[src/rtl/zboot_pkg.sv]
package zboot_pkg;

  typedef enum logic [3:0] {
    S_HOLD, S_LDDE, S_LDA, S_STORE, S_WRITE, S_INCDE, S_PAUSE, S_JUMP, S_DONE
  } seq_e;

  localparam logic [7:0] OP_LD_DE = 8'h11;
  localparam logic [7:0] OP_LD_A  = 8'h3E;
  localparam logic [7:0] OP_ST_DE = 8'h12;
  localparam logic [7:0] OP_INC   = 8'h13;
  localparam logic [7:0] OP_JP    = 8'hC3;

  // states that answer read cycles
  function automatic logic serving(seq_e st);
    return st inside {S_LDDE, S_LDA, S_STORE, S_INCDE, S_JUMP};
  endfunction

  // first byte of every instruction is an opcode, the rest are operands
  function automatic logic opcode_slot(seq_e st, logic [1:0] sub);
    return serving(st) && (sub == 2'd0);
  endfunction

  function automatic logic [1:0] last_sub(seq_e st);
    case (st)
      S_LDDE, S_JUMP: return 2'd2;
      S_LDA:          return 2'd1;
      default:        return 2'd0;
    endcase
  endfunction

  function automatic logic [7:0] inj_byte(seq_e st, logic [1:0] sub, logic [7:0] img);
    case (st)
      S_LDDE:  return (sub == 2'd0) ? OP_LD_DE : 8'h00;
      S_LDA:   return (sub == 2'd0) ? OP_LD_A  : img;
      S_STORE: return OP_ST_DE;
      S_INCDE: return OP_INC;
      S_JUMP:  return (sub == 2'd0) ? OP_JP    : 8'h00;
      default: return 8'h00;
    endcase
  endfunction

endpackage

[src/rtl/zboot_clkdiv.sv]
module zboot_clkdiv #(
  parameter int CLK_DIV = 4
) (
  input  logic clk,
  input  logic rst_n,
  output logic cpu_clk
);
  localparam int DW = $clog2(CLK_DIV);

  logic [DW-1:0] cnt;

  always_ff @(posedge clk) begin
    if (!rst_n) cnt <= '0;
    else        cnt <= cnt + 1'b1;
  end

  assign cpu_clk = cnt[DW-1];

  // a high phase lasts more than one clk
  p_cpu_clk_hold_r1: assert property (@(posedge clk) disable iff (!rst_n)
    $rose(cpu_clk) |=> cpu_clk);
endmodule

[src/rtl/zboot_edges.sv]
module zboot_edges #(
  parameter int N = 2
) (
  input  logic         clk,
  input  logic         rst_n,
  input  logic [N-1:0] lvl_n,
  output logic [N-1:0] rise
);
  logic [N-1:0] q;

  always_ff @(posedge clk) begin
    if (!rst_n) q <= '1;
    else        q <= lvl_n;
  end

  assign rise = lvl_n & ~q;
endmodule

[src/rtl/zboot_seq.sv]
module zboot_seq
  import zboot_pkg::*;
#(
  parameter int IMG_LEN  = 3,
  parameter int ADDR_W   = 8,
  parameter int RST_HOLD = 8,
  parameter int CLK_DIV  = 4
) (
  input  logic              clk,
  input  logic              rst_n,
  input  logic              m1_n,
  input  logic              rd_n,
  input  logic              rd_rise,
  input  logic              wr_rise,
  input  logic [7:0]        rom_data,
  output logic [7:0]        d_out,
  output logic              d_oe,
  output logic [ADDR_W-1:0] rom_addr,
  output logic              cpu_rst_n,
  output logic              done
);
  localparam int PAUSE_CLK = 2 * CLK_DIV;
  localparam int TMAX      = (RST_HOLD > PAUSE_CLK) ? RST_HOLD : PAUSE_CLK;
  localparam int TW        = $clog2(TMAX + 1);
  localparam int CW        = $clog2(IMG_LEN + 1);

  seq_e          st;
  logic [1:0]    sub;
  logic [TW-1:0] tmr;
  logic [CW-1:0] copied;
  logic          hit;

  // named events
  logic slot_match, slot_done, byte_copied, image_full;

  assign slot_match  = serving(st) && !rd_n && (opcode_slot(st, sub) ? !m1_n : m1_n);
  assign slot_done   = rd_rise && hit;
  assign byte_copied = slot_done && (st == S_LDA) && (sub == 2'd1);
  assign image_full  = (copied == CW'(IMG_LEN));

  assign d_oe      = slot_match;
  assign d_out     = slot_match ? inj_byte(st, sub, rom_data) : 8'h00;
  assign rom_addr  = ADDR_W'(copied);
  assign cpu_rst_n = (st != S_HOLD);
  assign done      = (st == S_DONE);

  always_ff @(posedge clk) begin
    if (!rst_n) begin
      st     <= S_HOLD;
      sub    <= 2'd0;
      tmr    <= TW'(RST_HOLD - 1);
      copied <= '0;
      hit    <= 1'b0;
    end else begin
      if (slot_done)       hit <= 1'b0;
      else if (slot_match) hit <= 1'b1;
      if (byte_copied) copied <= copied + 1'b1;
      case (st)
        S_HOLD:  if (tmr == '0) st <= S_LDDE;
                 else tmr <= tmr - 1'b1;
        S_LDDE, S_LDA, S_JUMP:
          if (slot_done) begin
            if (sub == last_sub(st)) begin
              sub <= 2'd0;
              st  <= (st == S_LDDE) ? S_LDA : (st == S_LDA) ? S_STORE : S_DONE;
            end else begin
              sub <= sub + 1'b1;
            end
          end
        S_STORE: if (slot_done) st <= S_WRITE;
        S_WRITE: if (wr_rise)   st <= S_INCDE;
        S_INCDE: if (slot_done) begin
                   st  <= S_PAUSE;
                   tmr <= TW'(PAUSE_CLK - 1);
                 end
        S_PAUSE: if (tmr == '0) st <= image_full ? S_JUMP : S_LDA;
                 else tmr <= tmr - 1'b1;
        default: st <= S_DONE;
      endcase
    end
  end

  p_addr_step_r5: assert property (@(posedge clk) disable iff (!rst_n)
    !$stable(copied) |-> (copied == $past(copied) + 1'b1));
  p_write_quiet_r6: assert property (@(posedge clk) disable iff (!rst_n)
    (st == S_WRITE) |-> !d_oe);
  p_pause_quiet_r7: assert property (@(posedge clk) disable iff (!rst_n)
    (st == S_PAUSE) |-> !d_oe);
  p_jump_after_copy_r8: assert property (@(posedge clk) disable iff (!rst_n)
    (st == S_JUMP) |-> image_full);
  p_done_sticky_r10: assert property (@(posedge clk) disable iff (!rst_n)
    done |=> (done && !d_oe));
  p_no_drive_idle_r3: assert property (@(posedge clk) disable iff (!rst_n)
    rd_n |-> !d_oe);
endmodule

[src/rtl/zboot_injector.sv]
module zboot_injector
  import zboot_pkg::*;
#(
  parameter int IMG_LEN  = 3,
  parameter int ADDR_W   = 8,
  parameter int RST_HOLD = 8,
  parameter int CLK_DIV  = 4
) (
  input  logic              clk,
  input  logic              rst_n,
  output logic              cpu_clk,
  output logic              cpu_rst_n,
  input  logic              m1_n,
  input  logic              rd_n,
  input  logic              wr_n,
  output logic [7:0]        d_out,
  output logic              d_oe,
  output logic [ADDR_W-1:0] rom_addr,
  input  logic [7:0]        rom_data,
  output logic              ram_oe_allow,
  output logic              done
);
  logic [1:0] rise;

  zboot_clkdiv #(.CLK_DIV(CLK_DIV)) u_div (
    .clk(clk), .rst_n(rst_n), .cpu_clk(cpu_clk)
  );

  zboot_edges #(.N(2)) u_edges (
    .clk(clk), .rst_n(rst_n), .lvl_n({wr_n, rd_n}), .rise(rise)
  );

  zboot_seq #(
    .IMG_LEN(IMG_LEN), .ADDR_W(ADDR_W), .RST_HOLD(RST_HOLD), .CLK_DIV(CLK_DIV)
  ) u_seq (
    .clk(clk), .rst_n(rst_n), .m1_n(m1_n), .rd_n(rd_n),
    .rd_rise(rise[0]), .wr_rise(rise[1]), .rom_data(rom_data),
    .d_out(d_out), .d_oe(d_oe), .rom_addr(rom_addr),
    .cpu_rst_n(cpu_rst_n), .done(done)
  );

  assign ram_oe_allow = done;

  p_bus_exclusive_r11: assert property (@(posedge clk) disable iff (!rst_n)
    d_oe |-> !ram_oe_allow);
  p_cpu_reset_hold_r2: assert property (@(posedge clk) disable iff (!rst_n)
    !cpu_rst_n |-> !d_oe);
endmodule

[config.mk]
export PLATFORM = sky130hd
export DESIGN_NAME = zboot_injector
export DESIGN_NICKNAME = d
export VERILOG_FILES = /design/src/rtl/zboot_pkg.sv /design/src/rtl/zboot_clkdiv.sv /design/src/rtl/zboot_edges.sv /design/src/rtl/zboot_seq.sv /design/src/rtl/zboot_injector.sv
export SDC_FILE = /design/constraint.sdc
export NUM_CORES = 1
export LEC_CHECK = 0
export ABC_AREA = 1
export BUFFER_PORTS_ARGS = -buffer_cell sky130_fd_sc_hd__buf_2
export CORE_ASPECT_RATIO = 1.2
export CORE_MARGIN = 10
export CORE_UTILIZATION = 40
export DETAILED_ROUTE_END_ITERATION = 12
export PLACE_DENSITY_LB_ADDON = 0.2
export REMOVE_ABC_BUFFERS = 1
export SYNTH_ARGS = -nofsm -noshare
export SYNTH_HDL_FRONTEND = slang
export SYNTH_SLANG_ARGS = --single-unit
[constraint.sdc]
create_clock -name clk -period 1.7 [get_ports clk]
set_input_delay 0.085 -clock clk [delete_from_list [all_inputs] [get_ports clk]]
set_output_delay 0.085 -clock clk [all_outputs]
set_load 0.01 [all_outputs]
* Word-level counts from Yosys, hierarchy flattened
Cells that the tools add are included.
** Operators by class
- Bitwise operators :: 3
- Reductions and logical operators :: 21
- Equal/unequal tests :: 19
- $add $sub $neg :: 4
- Muxes and demuxes :: 25
** Operators by type and width (number)
- 4-bit two-way mux :: 11
- 8-bit one-hot mux with 5 select lines :: 1
- 8-bit two-way mux :: 3
- 4-bit one-hot mux with 6 select lines :: 1
- 4-bit by 3-bit == test with 1-bit output (second input constant) :: 4
- 2-bit by 1-bit != test with 1-bit output (second input constant) :: 6
- 4-bit by 2-bit == test with 1-bit output (second input constant) :: 2
- 4-bit zero test :: 2
- 2-bit two-way mux :: 4
- 4-bit one-hot mux with 2 select lines :: 1
- 7-bit AND reduction :: 1
- 2-bit by 1-bit adder with 2-bit output (second input constant) :: 3
- 1-bit logical AND :: 6
- 2-bit OR reduction :: 3
- 5-bit two-way mux :: 1
- 5-bit nonzero test :: 1
- 4-bit by 1-bit == test with 1-bit output (second input constant) :: 1
- 4-bit == test (second input constant) :: 1
- 2-bit != test (second input constant) :: 2
- 2-bit one-hot mux with 2 select lines :: 1
- 4-bit nonzero test :: 1
- 4-bit by 1-bit subtractor with 4-bit output (second input constant) :: 1
- 3-bit two-way mux :: 1
- 3-bit AND reduction :: 1
- 12 further kinds :: 13
** Storage, ports and cells
- Register bits :: 17
- Word-level logic and storage cells :: 79

* Depth between registers and ports, before layout
- Word-level depth :: 10
- Depth in mapped cells :: 11
- Gate-level depth less buffers :: 11

* By module
A second synthesis with hierarchy kept.
** Second synthesis, totals
- Cell total of the unflattened synthesis :: 173
- Area, all modules :: 1182.4 sq um
** By module, submodules not included
- zboot_seq :: instances 1, area an instance 1044.8 sq um, sequential area each 260.2 sq um, cells an instance 156
- zboot_edges :: instances 1, area an instance 67.6 sq um, sequential area each 40.0 sq um, cells an instance 8
- zboot_clkdiv :: instances 1, area an instance 62.6 sq um, sequential area each 40.0 sq um, cells an instance 8
- zboot_injector :: instances 1, area an instance 7.5 sq um, sequential area each 0.0 sq um, cells an instance 1

* Least setup slack after synthesis
OpenSTA, ideal clock, no wires.
- Path kind :: register to output
- From :: reg u_seq.sub[1]
- To :: out d_out[2]
- Setup slack :: 0.167 ns
- Cell stages (with the launch flop) :: 11
- Buffers on the path :: 1
- Arrival :: 1.448 ns
- Required time :: 1.615 ns
- Path through :: dfxtp_1 -> inv_1 -> ha_1 -> clkbuf_1 -> nand2_1 -> nand2_1 -> nor2_1 -> o21ai_4 -> inv_2 -> nand2_1 -> nor2_1
** Between the ends
- Cells in the longest elaborated chain, start to end :: 5
- Elaborated cells on any way between the ends :: 7
- Classes of those cells :: mux (4); reduce/logical (3)
** RTL lines
- from (decl) :: RTL line zboot_seq.sv:28 : logic [1:0] sub;
- from (signal assigned) :: RTL line zboot_seq.sv:67 : sub <= sub + 1'b1;
- 2-bit zero test :: RTL line zboot_pkg.sv:20 : return serving(st) && (sub == 2'd0);
- 1-bit logical AND :: RTL line zboot_pkg.sv:20
- 1-bit two-way mux :: RTL line zboot_seq.sv:36 : assign slot_match = serving(st) && !rd_n && (opcode_slot(st, sub) ? !m1_n : m1_n);
- 1-bit logical AND :: RTL line zboot_seq.sv:36
- via d_oe :: RTL line zboot_injector.sv:17 : output logic d_oe,
- 8-bit two-way mux :: RTL line zboot_seq.sv:42 : assign d_out = slot_match ? inj_byte(st, sub, rom_data) : 8'h00;
- to (decl) :: RTL line zboot_injector.sv:16 : output logic [7:0] d_out,
The timed path passes the listed nets, and every way through them passes these cells.

* Worst setup path after layout
- From :: reg u_seq.st[2]
- To :: out d_out[5]
** Between the ends
- Cells in the longest elaborated chain, start to end :: 6
- Elaborated cells on any way between the ends :: 12
- Classes of those cells :: eq/ne (5); mux (3); reduce/logical (4)
** RTL lines
- from (decl) :: RTL line zboot_seq.sv:27 : seq_e st;
- from (signal assigned) :: RTL line zboot_seq.sv:65 : st <= (st == S_LDDE) ? S_LDA : (st == S_LDA) ? S_STORE : S_DONE;
- from (signal assigned) :: RTL line zboot_seq.sv:76 : S_PAUSE: if (tmr == '0) st <= image_full ? S_JUMP : S_LDA;
- 4-bit by 1-bit == test with 1-bit output, or another cell as far along :: RTL line zboot_pkg.sv:15, zboot_pkg.sv:32
- 5-bit nonzero test :: RTL line zboot_pkg.sv:15 : return st inside {S_LDDE, S_LDA, S_STORE, S_INCDE, S_JUMP};
- 1-bit logical AND :: RTL line zboot_pkg.sv:20
- 1-bit two-way mux :: RTL line zboot_seq.sv:36
- 1-bit logical AND :: RTL line zboot_seq.sv:36
- 8-bit two-way mux (*) :: RTL line zboot_seq.sv:42
Mark *: on every way between the ends. The rest lies on a longest branch, timed or not.

==> results.tsv <==
metric	value	unit
via count	1223	
DRC viols	0	
largest net degree at the start of global routing	10	
initial DRC count	44	
Clk pwr share	9.3	%
Flop pwr share	26.4	%
Max-Cap Viols	0	
Yosys top cell by area	dfxtp_1	
RSZ-0062 raised after global routing	yes	
CP max FO	7	
area of the core	0.00281	mm2
post-route ant nets	0	
vias in the first global route	1145	
final wirelength	3150	um
share of the clock period used by the worst path	98.5	%
CTS Sinks	17	
# H-tree levels	1	
sw power	1.13	mW
Total Routing Usage GR	9.89	%
Hold Crit Depth	3	
WL/cell	12.7	um
RD Place Congestion	0.830	
CTS Buf Count	3	
ys async rst share	0	%
Yosys warning count	0	
DP Wirelength	2270	um
RR Endpoint	u_seq.tmr[2]	
Yosys cell types	32	
CTS tree	yes	
status	completed	
die width	69.6	um
Starting Density	42.1	%
synthesized flop and latch total	17	
Worst Hold Class	in -> reg	
Post-synth EDFFs	0	
final number of hold-violating endpoints	0	
Leakage	0.825	nW
remaining global-route overflow	0	
# nets final	231	
initial antenna violation count	0	
Die Y	79.6	um
ant diodes	0	
clock-pin transition on the worst setup and hold timing paths	0.09	ns
Synth Instances	169	
combinational power share	64.4	%
reg-to-reg setup timing slack	0.22	ns
Arr. time, crit path	1.59	ns
pwr dens	1420	mW/mm2
Internal Power	1.13	mW
number of port buffers	27	
Vias/cell	4.95	
fin crit period	1.67	ns
Required @ worst endpoint	1.62	ns
Setup CP Type	reg -> out	
Min-Delay Endpoint	u_edges.q[0]	
max-slew violations	0	
worst r2r path cells	9	
Worst setup SP type	flop	
DRT Pass-1 Iters	7	
Yosys top cell area share	28.8	%
Syn-to-layout area delta	34.7	%
Clock Skews	0.00497	ns
Synth Cell Area	0.00118	mm2
CP endpoint kind	output pin	
Area contributors post-synth	dfxtp_1 (29%), nand2_1 (8.9%), inv_1 (7.0%)	
Post-Layout Cell Count	247	
FP Rows	21	
register area share after synthesis	28.8	%
DP Cell Count	227	
post-synthesis average cell area	7.00	um2
# setup viols final	0	
Net Sw Frac	50.1	%
die area	0.00554	mm2
Post-Route Setup TNS	0	ns
IO Pins	34	
clock latency on the worst-skew pair	0.29	ns
Fmax	597	MHz
first-pass GRT wire length	4770	um
FF-to-FF Start	u_seq.st[2]	
CTS Buffer Depth	2	
CTS root buffer	clkbuf_4	
share of cells above drive strength 1	46.0	%
hold path startpoint	rd_n	
Primary FF master, synth	dfxtp_1	
worst vdd ir	1070	uV
## power by group through the flow
stage	logic (mW)	clock network, mW	registers (mW)
CTS	1.34	0.220	0.566
finish	1.46	0.209	0.596
global route	1.61	0.238	0.604
floorplan	0.996	0	0.539
detailed placement	1.24	0	0.551
global placement	1.21	0	0.549
## Yosys cell counts, types with 2 or more instances
cell type,instances
clkbuf_1,2
a31oi_1,2
nand4_1,3
nand2_1,28
buf_4,7
nor3_1,4
o21ai_1,2
nand3_4,3
inv_2,5
nand3_1,10
dfxtp_1,17
a21oi_1,9
ha_1,4
nor3_2,2
nor2_1,20
nor2_2,2
nand2_2,10
o21ai_0,3
inv_1,22
nor2_4,2
## timing repair
| action | CTS | global route |
|---|---|---|
| hold buffers | 1 | 0 |
| gates resized for setup | 18 | 24 |
| endpoints found under the setup margin | 9 | 8 |
| buffers inserted | 5 | 10 |
| pin swaps | 5 | 5 |
| endpoints found under the hold margin | 1 | 0 |
## cell families (layout without fill, tap and decap cells)
kind of cell	Yosys count	count (layout)	share of synthesized area (%)
and+or+nand+nor	86	86	38.9
buffers and inverters	36	75	13.7
AOI/OAI and AO/OA	23	23	12.6
DFF	17	17	28.8
adders and majority gates	4	4	4.23
xor gates and xnor gates	2	2	1.48
other	1	6	0.317
## worst max-delay path: stages, from the launching register on
cell	delay (ns)
dfxtp_4	0.37
inv_2	0.08
nor2_4	0.05
nand2_2	0.13
nand2_4	0.08
o21ai_4	0.25
inv_2	0.09
nand2_4	0.08
nor2_2	0.03
buf_2	0.13
## registers in the layout, indices dropped and copies added (netlist names)
signal	flops
u_div.cnt	2
u_seq.hit	1
u_seq.st	4
u_seq.copied	2
u_seq.sub	2
u_edges.q	2
u_seq.tmr	4
## cells in the final DEF, fill, tap and decap left out, types with 2 or more instances in the layout
cell	count
inv_1	17
o21ai_0	3
buf_4	16
clkbuf_4	3
nor2_4	6
nor2_1	15
ha_1	3
inv_2	5
nand3_1	10
dfxtp_2	3
nor3_1	4
buf_2	27
o21ai_1	2
dfxtp_4	3
nand4_1	3
nor3_2	2
a31oi_1	2
dfxtp_1	11
nand2_4	5
a21oi_1	9
nand2_1	21
inv_4	5
nand3_4	3
nand2_2	13
nor2_2	3
conb_1	6
## worst max path at each step
stage / start / to / slack [ns] / cells after the start
3_3_place_gp: u_seq.sub[0] / d_out[2] / 0.09 / 10
6_report: u_seq.st[2] / d_out[5] / 0.03 / 9
4_1_cts: u_seq.st[2] / d_out[5] / 0.001 / 9
2_1_floorplan: u_seq.sub[1] / d_out[2] / 0.24 / 9
5_1_grt: u_seq.sub[1] / d_out[5] / -0.09 / 10
3_5_place_dp: u_seq.sub[0] / d_out[5] / 0.09 / 10
## metrics by stage
step                total power [mW]  util (%)  setup WS (ns)  instance area, um2  hold slack, ns
finish                          2.26      56.7         0.0252                1590         0.00981
global route                    2.45      56.7        -0.0878                1590          0.0205
CTS                             2.13      51.2        0.00131                1440         0.00197
detailed placement              1.79      47.2         0.0917                1330           0.280
global placement                1.76      47.2         0.0878                1330           0.269
floorplan                       1.54         -          0.240                1140           0.154
## cell type report
type | count | area [um2]
well taps | 34 | 42.5
inverters | 27 | 114
flip-flops and latches | 17 | 355
repair buffers | 44 | 265
clock buffers | 4 | 26.3
multi-input cells | 121 | 790
fillers | 279 | 1220
## metal layers
layer	track usage, %	wire length [um]	up-vias	share of wire [%]
li1	-	-	624	-
met1	9.54	1210	574	38
met2	20.5	1790	21	57
met3	3.23	109	4	3.5
met4	0.593	39	0	1.2
met5	0	0	-	0
Power figures use the tool's default switching activity.
